**src/rtl/afi_pkg.sv**
```systemverilog
package afi_pkg;
    typedef enum logic [0:0] {
        FETCH_IDLE  = 1'b0,
        FETCH_BURST = 1'b1
    } fetch_state_e;

    localparam logic [1:0] ADDR_CFG  = 2'd0;
    localparam logic [1:0] ADDR_STAT = 2'd1;
    localparam logic [1:0] ADDR_LEN  = 2'd2;

    localparam int CFG_WM_LSB   = 8;
    localparam int CFG_WM_W     = 3;
    localparam int CFG_SIL_BIT  = 11;
    localparam int ST_UND_BIT   = 31;
    localparam int ST_DONE_BIT  = 29;
    localparam int ST_UND_EN    = 15;
    localparam int ST_DONE_EN   = 13;
endpackage

```
**src/rtl/afi_store.sv**
```systemverilog
module afi_store #(
    parameter int WORD_W = 32,
    parameter int DEPTH  = 128,
    parameter int LVL_W  = 8
) (
    input  logic              clk,
    input  logic              rst_n,
    input  logic              push,
    input  logic [WORD_W-1:0] push_data,
    input  logic              pop,
    output logic [WORD_W-1:0] pop_data,
    output logic [LVL_W-1:0]  level
);
    localparam int PTR_W = (DEPTH > 1) ? $clog2(DEPTH) : 1;
    localparam logic [PTR_W-1:0] PTR_LAST = PTR_W'(DEPTH - 1);
    localparam logic [LVL_W-1:0] DEPTH_L  = LVL_W'(DEPTH);

    logic [WORD_W-1:0] mem [DEPTH];
    logic [PTR_W-1:0]  wr_ptr, rd_ptr;
    logic [LVL_W-1:0]  count;

    always_ff @(posedge clk) begin
        if (push) begin
            mem[wr_ptr] <= push_data;
        end
    end

    always_ff @(posedge clk or negedge rst_n) begin
        if (!rst_n) begin
            wr_ptr <= '0;
            rd_ptr <= '0;
            count  <= '0;
        end else begin
            if (push) begin
                wr_ptr <= (wr_ptr == PTR_LAST) ? '0 : wr_ptr + 1'b1;
            end
            if (pop) begin
                rd_ptr <= (rd_ptr == PTR_LAST) ? '0 : rd_ptr + 1'b1;
            end
            unique case ({push, pop})
                2'b10:   count <= count + 1'b1;
                2'b01:   count <= count - 1'b1;
                default: count <= count;
            endcase
        end
    end

    assign pop_data = mem[rd_ptr];
    assign level    = count;

    // a push never lands on a full buffer
    assert_no_overflow_R1: assert property (@(posedge clk) disable iff (!rst_n)
        push |-> (count < DEPTH_L));
    // a pop never drains an empty buffer
    assert_no_underflow_R1: assert property (@(posedge clk) disable iff (!rst_n)
        pop |-> (count != '0));
endmodule

```
**src/rtl/afi_fetch.sv**
```systemverilog
module afi_fetch
    import afi_pkg::*;
#(
    parameter int BEATS = 16,
    parameter int DEPTH = 128,
    parameter int LVL_W = 8
) (
    input  logic             clk,
    input  logic             rst_n,
    input  logic [LVL_W-1:0] level,
    input  logic [2:0]       wm,
    input  logic             wr_valid,
    output logic             fetch_req,
    output logic             accept
);
    localparam int BEAT_W = (BEATS > 1) ? $clog2(BEATS) : 1;
    localparam logic [LVL_W-1:0]  DEPTH_L   = LVL_W'(DEPTH);
    localparam logic [LVL_W-1:0]  BEATS_L   = LVL_W'(BEATS);
    localparam logic [BEAT_W-1:0] BEAT_LAST = BEAT_W'(BEATS - 1);

    fetch_state_e      state_q, state_d;
    logic [BEAT_W-1:0] beat_q;
    logic [LVL_W-1:0]  thresh, free_words;
    logic              below_mark, room, last_beat;

    always_comb begin
        thresh     = LVL_W'(wm) * BEATS_L;
        free_words = DEPTH_L - level;
        below_mark = level < thresh;
        room       = free_words >= BEATS_L;
        last_beat  = beat_q == BEAT_LAST;
    end

    // state register
    always_ff @(posedge clk or negedge rst_n) begin
        if (!rst_n) begin
            state_q <= FETCH_IDLE;
        end else begin
            state_q <= state_d;
        end
    end

    // transitions: "request" and "final beat"
    always_comb begin
        state_d = state_q;
        unique case (state_q)
            FETCH_IDLE:  if (below_mark && room)   state_d = FETCH_BURST;
            FETCH_BURST: if (accept && last_beat)  state_d = FETCH_IDLE;
            default:                               state_d = FETCH_IDLE;
        endcase
    end

    // outputs
    always_comb begin
        fetch_req = (state_q == FETCH_BURST);
        accept    = fetch_req && wr_valid;
    end

    always_ff @(posedge clk or negedge rst_n) begin
        if (!rst_n) begin
            beat_q <= '0;
        end else if (state_q == FETCH_IDLE) begin
            beat_q <= '0;
        end else if (accept) begin
            beat_q <= last_beat ? '0 : beat_q + 1'b1;
        end
    end

    // a burst only starts when there was room for all of it
    assert_req_room_R2: assert property (@(posedge clk) disable iff (!rst_n)
        $rose(fetch_req) |-> $past(room));
    // space left always covers the rest of the burst
    assert_no_overflow_R2: assert property (@(posedge clk) disable iff (!rst_n)
        fetch_req |-> (free_words >= (BEATS_L - LVL_W'(beat_q))));
    // request only drops after the final beat was taken
    assert_burst_hold_R3: assert property (@(posedge clk) disable iff (!rst_n)
        $fell(fetch_req) |-> $past(accept && last_beat));
endmodule

```
**src/rtl/afi_regs.sv**
```systemverilog
module afi_regs
    import afi_pkg::*;
#(
    parameter int BYTES_PER_WORD = 4,
    parameter int LEN_W          = 16
) (
    input  logic        clk,
    input  logic        rst_n,
    input  logic        reg_wr,
    input  logic [1:0]  reg_addr,
    input  logic [31:0] reg_wdata,
    input  logic        underrun_evt,
    input  logic        accept,
    output logic [2:0]  wm,
    output logic        silence,
    output logic [31:0] reg_rdata,
    output logic        irq
);
    logic [LEN_W-1:0] len_q, byte_q;
    logic [LEN_W:0]   next_bytes;
    logic             und_q, done_q, en_und_q, en_done_q;
    logic             wr_cfg, wr_stat, wr_len, done_evt;

    always_comb begin
        wr_cfg     = reg_wr && (reg_addr == ADDR_CFG);
        wr_stat    = reg_wr && (reg_addr == ADDR_STAT);
        wr_len     = reg_wr && (reg_addr == ADDR_LEN);
        next_bytes = {1'b0, byte_q} + (LEN_W+1)'(BYTES_PER_WORD);
        done_evt   = accept && (len_q != '0) && (next_bytes >= {1'b0, len_q});
    end

    always_ff @(posedge clk or negedge rst_n) begin
        if (!rst_n) begin
            wm      <= '0;
            silence <= 1'b0;
            len_q   <= '0;
        end else begin
            if (wr_cfg) begin
                wm      <= reg_wdata[CFG_WM_LSB +: CFG_WM_W];
                silence <= reg_wdata[CFG_SIL_BIT];
            end
            if (wr_len) begin
                len_q <= reg_wdata[LEN_W-1:0];
            end
        end
    end

    always_ff @(posedge clk or negedge rst_n) begin
        if (!rst_n) begin
            byte_q <= '0;
        end else if (wr_len) begin
            byte_q <= '0;
        end else if (accept) begin
            byte_q <= done_evt ? '0 : next_bytes[LEN_W-1:0];
        end
    end

    // sticky flags: the set event outranks a same-cycle clear
    always_ff @(posedge clk or negedge rst_n) begin
        if (!rst_n) begin
            und_q     <= 1'b0;
            done_q    <= 1'b0;
            en_und_q  <= 1'b0;
            en_done_q <= 1'b0;
        end else begin
            und_q  <= underrun_evt | (und_q  & ~(wr_stat & reg_wdata[ST_UND_BIT]));
            done_q <= done_evt     | (done_q & ~(wr_stat & reg_wdata[ST_DONE_BIT]));
            if (wr_stat) begin
                en_und_q  <= reg_wdata[ST_UND_EN];
                en_done_q <= reg_wdata[ST_DONE_EN];
            end
        end
    end

    always_comb begin
        reg_rdata = '0;
        unique case (reg_addr)
            ADDR_CFG: begin
                reg_rdata[CFG_WM_LSB +: CFG_WM_W] = wm;
                reg_rdata[CFG_SIL_BIT]            = silence;
            end
            ADDR_STAT: begin
                reg_rdata[ST_UND_BIT]  = und_q;
                reg_rdata[ST_DONE_BIT] = done_q;
                reg_rdata[ST_UND_EN]   = en_und_q;
                reg_rdata[ST_DONE_EN]  = en_done_q;
            end
            ADDR_LEN: reg_rdata[LEN_W-1:0] = len_q;
            default:  reg_rdata = '0;
        endcase
        irq = (und_q & en_und_q) | (done_q & en_done_q);
    end

    // a set event always leaves its flag high
    assert_underrun_set_R9: assert property (@(posedge clk) disable iff (!rst_n)
        underrun_evt |=> und_q);
    assert_done_set_R9: assert property (@(posedge clk) disable iff (!rst_n)
        done_evt |=> done_q);
    // a status write with a zero in bit 31 leaves the underrun flag alone
    assert_zero_write_R6: assert property (@(posedge clk) disable iff (!rst_n)
        (wr_stat && !reg_wdata[ST_UND_BIT] && !underrun_evt) |=> (und_q == $past(und_q)));
    // no interrupt without a pending flag
    assert_irq_source_R8: assert property (@(posedge clk) disable iff (!rst_n)
        irq |-> (und_q || done_q));
    // byte count never runs past a nonzero length
    assert_len_bound_R7: assert property (@(posedge clk) disable iff (!rst_n)
        (len_q != '0 && !$past(wr_len)) |-> (byte_q < len_q) || (byte_q == '0));
endmodule

```
**src/rtl/audio_fifo_irq.sv**
```systemverilog
module audio_fifo_irq #(
    parameter int WORD_W      = 32,
    parameter int BURST_BYTES = 64,
    parameter int SLOTS       = 8
) (
    input  logic              clk,
    input  logic              rst_n,
    output logic              fetch_req,
    input  logic              fetch_valid,
    input  logic [WORD_W-1:0] fetch_data,
    input  logic              smp_req,
    output logic              smp_valid,
    output logic              smp_null,
    output logic [WORD_W-1:0] smp_data,
    input  logic              reg_wr,
    input  logic [1:0]        reg_addr,
    input  logic [31:0]       reg_wdata,
    output logic [31:0]       reg_rdata,
    output logic              irq
);
    localparam int BYTES_PER_WORD = WORD_W / 8;
    localparam int BEATS          = BURST_BYTES / BYTES_PER_WORD;
    localparam int DEPTH          = BEATS * SLOTS;
    localparam int LVL_W          = $clog2(DEPTH) + 1;

    logic [LVL_W-1:0]  level;
    logic [WORD_W-1:0] pop_data;
    logic [2:0]        wm;
    logic              silence, accept, pop, starve;

    always_comb begin
        pop    = smp_req && (level != '0);
        starve = smp_req && (level == '0);
    end

    afi_store #(.WORD_W(WORD_W), .DEPTH(DEPTH), .LVL_W(LVL_W)) u_store (
        .clk(clk), .rst_n(rst_n),
        .push(accept), .push_data(fetch_data),
        .pop(pop), .pop_data(pop_data),
        .level(level)
    );

    afi_fetch #(.BEATS(BEATS), .DEPTH(DEPTH), .LVL_W(LVL_W)) u_fetch (
        .clk(clk), .rst_n(rst_n),
        .level(level), .wm(wm), .wr_valid(fetch_valid),
        .fetch_req(fetch_req), .accept(accept)
    );

    afi_regs #(.BYTES_PER_WORD(BYTES_PER_WORD), .LEN_W(16)) u_regs (
        .clk(clk), .rst_n(rst_n),
        .reg_wr(reg_wr), .reg_addr(reg_addr), .reg_wdata(reg_wdata),
        .underrun_evt(starve), .accept(accept),
        .wm(wm), .silence(silence),
        .reg_rdata(reg_rdata), .irq(irq)
    );

    always_ff @(posedge clk or negedge rst_n) begin
        if (!rst_n) begin
            smp_valid <= 1'b0;
            smp_null  <= 1'b0;
            smp_data  <= '0;
        end else begin
            smp_valid <= smp_req;
            smp_null  <= starve && !silence;
            smp_data  <= pop ? pop_data : '0;
        end
    end

    // a null-packet answer never carries sample data
    assert_starve_R5: assert property (@(posedge clk) disable iff (!rst_n)
        smp_null |-> (smp_valid && smp_data == '0));
    // every demand is answered in the following cycle
    assert_answer_R1: assert property (@(posedge clk) disable iff (!rst_n)
        smp_req |=> smp_valid);
endmodule

```
**config.mk**
```make
export PLATFORM = sky130hd
export DESIGN_NAME = audio_fifo_irq
export DESIGN_NICKNAME = d
export VERILOG_FILES = /design/src/rtl/afi_pkg.sv /design/src/rtl/afi_store.sv /design/src/rtl/afi_fetch.sv /design/src/rtl/afi_regs.sv /design/src/rtl/audio_fifo_irq.sv
export SDC_FILE = /design/constraint.sdc
export NUM_CORES = 2
export LEC_CHECK = 0
export BUFFER_PORTS_ARGS = -buffer_cell sky130_fd_sc_hd__buf_4
export CORE_MARGIN = 1
export CORE_UTILIZATION = 60
export CTS_BUF_LIST = sky130_fd_sc_hd__clkbuf_2
export DETAILED_ROUTE_END_ITERATION = 7
export PLACE_DENSITY = 0.75
export SETUP_SLACK_MARGIN = 0.05
export SLEW_MARGIN = 20
export SYNTH_ARGS = -nofsm -noshare
export SYNTH_HDL_FRONTEND = slang
export SYNTH_SLANG_ARGS = --single-unit
```
**constraint.sdc**
```tcl
create_clock -name clk -period 13.65 [get_ports clk]
set_clock_uncertainty 0.1 [all_clocks]
set_input_delay 2.73 -clock clk [delete_from_list [all_inputs] [get_ports clk]]
set_output_delay 2.73 -clock clk [all_outputs]
set_load 0.02 [all_outputs]
```
; ---- Yosys cells after proc, flatten, opt, wreduce, memory -nomap -nowiden
; Memories as Yosys holds them, arrays and structs flattened.
; Cells that the tools add are included.
[totals]
reg_bits = 101
ramBits = 4096
in_bits = 71
output_inout_bits = 68
word_cells = 88
memories = 1
[classes]
addsub = 7
order_cmp = 3
eq_ne = 8
mux = 23
n_bitwise = 12
n_reduce_logical = 18
[memory_table]
columns = memory, depth, width, rd, rd_ports_with_merged_regs, wr, line_no
row1 = u_store.mem, 128, 32, 1, 0, 1, afi_store.sv:18  ; logic [WORD_W-1:0] mem [DEPTH];
[ops]
columns = op, n
row1 = $mux 16, 3
row2 = $mux 32, 1
row3 = $add 16x3->17 const B, 1
row4 = $ge 17x16->1, 1
row5 = $pmux 8 s2, 1
row6 = $reduce_bool 16->1, 1
row7 = $add 7x1->7 const B, 2
row8 = $eq 7x7->1 const B, 2
row9 = $mux 7, 2
row10 = $mux 4, 3
row11 = $logic_and 1x1->1, 11
row12 = $add 8x1->8 const B, 1
row13 = $ge 8x5->1 const B, 1
row14 = $logic_not 8->1, 1
row15 = $lt 8x7->1, 1
row16 = $mux 1, 8
row17 = $mux 8, 1
row18 = $pmux 4 s2, 1
row19 = $reduce_bool 8->1, 1
row20 = $sub 8x1->8 const B, 1
row21 = $sub 8x8->8 const A, 1
row22 = $and 1x1->1, 6
row23 = $pmux 1 s2, 3
row24 = $add 4x1->4 const B, 1
row25 = 9 further kinds, 16

; ---- Logic depth before layout (Yosys ltp)
[depth]
ltp_word = 6
ltp_mapped = 14
ltp_nobuf = 13

; ---- Cells and area by module
; Synthesis repeated with hierarchy kept, for this count alone.
[hier_totals]
cells_unflattened = 7784
hier_area_um2 = 163261.6
[by_module_without_submodules]
columns = mod, instances, cells_each, area_each_um2, seq_area_each_um2
row1 = afi_store, 1, 7359, 159091.3, 123548.5
row2 = afi_regs, 1, 277, 2519.9, 950.9
row3 = audio_fifo_irq, 1, 113, 1303.8, 850.8
row4 = afi_fetch, 1, 35, 346.6, 125.1

; ---- Worst setup path before layout
; No wires, ideal clock.
[synth_path]
kind = input to output
startpoint = input reg_addr[0]
endpoint = output reg_rdata[0]
arrival_ns = 3.631
t_required_ns = 10.820
slack_ns = 7.189
stages = 5
path_buffers = 2
path_cell_list = inv_1 > ha_1 > clkbuf_1 > clkbuf_1 > and2_1
[synth_between]
elab_chain_cells = 2
[synth_rtl]
columns = element, line_no
row1 = start: declaration, audio_fifo_irq.sv:16  ; input logic [1:0] reg_addr,
row2 = $eq 2x2->1, afi_regs.sv:77  ; unique case (reg_addr)
row3 = $mux 8, afi_regs.sv:77
row4 = end: declaration, audio_fifo_irq.sv:18  ; output logic [31:0] reg_rdata,
; Every way passes these cells.

; ---- Worst setup path in the final report
[layout_path]
startpoint = input reg_addr[0]
endpoint = output reg_rdata[15]
[layout_between]
elab_chain_cells = 2
word_cells_on_any_way = 3
cone_classes = eq/ne: 2 / mux: 1
[layout_rtl]
columns = element, line_no
row1 = $eq 2x2->1 or $eq 2x1->1 (tied branches), afi_regs.sv:77
row2 = $pmux 1 s2 (*), afi_regs.sv:77
; Mark *: on every way between the ends. The rest lies on a longest branch, timed or not.

==> impl_metrics.ini <==
[clocking]
hold_buffers = 0
clk_pin_slew_ps = 100
cts_max_level = 6
cts_resized = 0
cts_tree = built
cts.path.max_buffers = 4
worstSkewPairLatency_ps = 2300
cts_setup_buffers = 0
clockRootBuffer = clkbuf_2
clock_sinks = 4195
cts_made_buffers = 963

[timing]
period_minus_slack_ps = 6800
setup_viol = 0
worst_pin_slew_ps = 1240
setup_tns_ps = 0
maxSlewHeadroom_pct = 17.1
hold_violations = 0
whs_ps = 363
slew_viol_final = 0
layout_setup_ws_ps = 6850
fin_crit_sh_pct = 49.8
max_freq_mhz = 147
rsz0062_at_grt = no

[critical_path]
end_kind = output port
crit_top_cell = buf_4
critPathKind = primary input to output port
worst-path-buf-inv = 3
regToRegStartpoint = u_store.rd_ptr[0]
crit_slowest_cell = ha_1
crit_family = adder cells
cp_data_required_time_ps = 10820
rrSetupSlack_ps = 7680
r2r-end = smp_data[0]
critPathMaxFanout = 18
reg2regPathDepth = 9
crit_chain = buf_4 > inv_1 > ha_1 > a22oi_1 > nor2b_1 > buf_4
cp.arrival_ps = 3970
cp_slowest_stage_delay_ps = 550
start_kind = primary input

[placed_design]
placedCellCount = 11300
port_buffers = 110
hpwl_um = 227000
globalplace.congestion = 0.875
place_ws_ps = 6880

[logic_synthesis]
synth_edf_count = 4096
ys_seq_elements = 4195
synth_top_area_share_pct = 75.9
synth_ff_type = edfxtp_1
synth_top_family_by_area = multiplexers
syn_inst = 7891
ys.warnings.count = 0
muxShareOfSynthArea_pct = 14.6
synthAdderAreaFrac_pct = 0.252
synthArstFlopShare_pct = 2.36
synth_top_area_cell = edfxtp_1
synth_xor_area_share_pct = 0.130
yosys.area_share.simple_pct = 1.86
syn_avg_cell_area_um2 = 20.5
yosysSeqAreaShare_pct = 77.4
ys_top_cells_by_area = edfxtp_1 76%, mux4_2 9.8%, mux2i_1 3.7%
synth_compound_area_share_pct = 4.19
synth_area_mm2 = 0.162
yosys.cell_types.count = 57

[detailed_routing]
wl_met2_um = 193000
vias = 85400
drt_iter0_markers = 11500
highest_layer = met5
drc = 0
ant_nets = 0
drt-met1-wl_um = 150000
drt_first_pass_iters = 6
routed_wl_um = 408000
via_per_inst = 6.54
wl_met3_um = 47800
wl_per_cell_um = 31.3

[min_path]
hold-path-endpoint = smp_null
min_path_cells = 1
hp-class = flop to flop
min_from = u_regs.silence

[global_routing]
grt_usage_pct = 30.0
antenna_found_initial = 28
grt.overflow.total = 0
grt_pass1_wl_um = 582000
grt_max_degree = 132
first_global_vias = 86400

[cells_and_area]
layout.cells.non_filler = 13100
layout_common_cells = 4,096 x edfxtp_1, 1,381 x clkbuf_2, 704 x mux4_2
syn_to_final_growth_pct = 9.26
layout_commonest_cell = edfxtp_1
fin_nets = 8874
layout-drive-gt1-share_pct = 30.4

[floorplan]
initial_core_util_pct = 60.4
dieHeight_um = 522
ioPinCount = 139
core_area_mm2 = 0.268
fp.dieW_um = 522
row_count = 190
dieArea_mm2 = 0.272

[pwr]
powerDensity_mw_per_mm2 = 171
cellLeakagePower_uw = 0.0582
ir_drop_uv = 162

[outcome]
status = complete, no violations

[job]
cap_violations = 0
## final cells by class
cell class,instances,area (um2)
multi-input cells,3208,35200
clock buffers,1381,6910
inverters,32,128
diodes,10,25.0
repair buffers,371,3300
well taps,3552,4440
clock inverters,308,1620
flip-flops and latches,4195,125000
fillers,17400,91300
## how the worst max path moves through the flow
stage                     slack [ps]  depth (start not counted)            end   startpoint
after floorplan                 7190                          5   reg_rdata[0]  reg_addr[0]
after global placement          6960                          6  reg_rdata[15]  reg_addr[0]
after detailed placement        6880                          6  reg_rdata[15]  reg_addr[0]
after CTS                       6880                          6  reg_rdata[15]  reg_addr[0]
after global routing            6750                          6  reg_rdata[15]  reg_addr[0]
final                           6850                          6  reg_rdata[15]  reg_addr[0]
## per-layer routing
metal / GRT usage [%] / up-vias
li1: - / 35200
met1: 40.7 / 44000
met2: 46.5 / 5386
met3: 7.67 / 741
met4: 13.3 / 30
met5: 0 / -
## cell usage after synthesis, types with 21 or more instances
library cell  number
mux2i_1          606
a21o_1            26
a31oi_1           70
a221oi_1          74
ha_1              31
buf_6             24
mux2_2           155
a31o_2            26
nand3_1          109
nor2_1           174
clkbuf_1         202
edfxtp_1        4096
buf_4             83
a22o_1            27
and3_1            35
mux4_2           704
a22oi_1          304
dfrtp_1           99
nor2b_1           21
buf_1             35
nand2_1          177
o21ai_0          176
buf_2            125
a21oi_1          254
a211oi_1          21
inv_1             31
nand4_1           58
## through the flow
step	instance area [um2]	total power (uW)	util, %
after floorplan	162000	19900	-
after global placement	168000	22600	62.6
after detailed placement	168000	22700	62.7
after CTS	177000	30300	65.9
after global routing	177000	31300	66.0
final	177000	30200	66.0
## registers in the layout, summed over array words and instances, names as in the netlist, 3 cells and up
| signal | cells |
|---|---|
| u_store.mem | 4096 |
| u_regs.byte_q | 14 |
| u_store.wr_ptr | 7 |
| u_regs.wm | 3 |
| u_store.level | 8 |
| u_store.rd_ptr | 7 |
| u_regs.len_q | 16 |
| u_fetch.beat_q | 4 |
| smp_data | 32 |
## cell families after synthesis
| logic type | count (synthesis) |
|---|---|
| and+or+nand+nor | 641 |
| xor gates and xnor gates | 24 |
| DFF | 4195 |
| adders and majority gates | 32 |
| muxes | 1465 |
| buffers and inverters | 501 |
| other | 1 |
| AOI/OAI and AO/OA | 1032 |
## worst reg2reg max path: stages (launching register included)
cell and delay (ps):
dfrtp_4 980, buf_12 610, buf_4 1040, buf_4 800, mux4_2 640, mux2i_1 290, o2111ai_1 280, o21ai_0 350
nand4_1 420, and3_1 310
## power breakdown
part / switching [uW] / internal (uW)
sequential: 257 / 14400
combinational: 4980 / 2890
clock: 4870 / 2830
total: 10100 / 20100
Power figures use the tool's default switching activity.
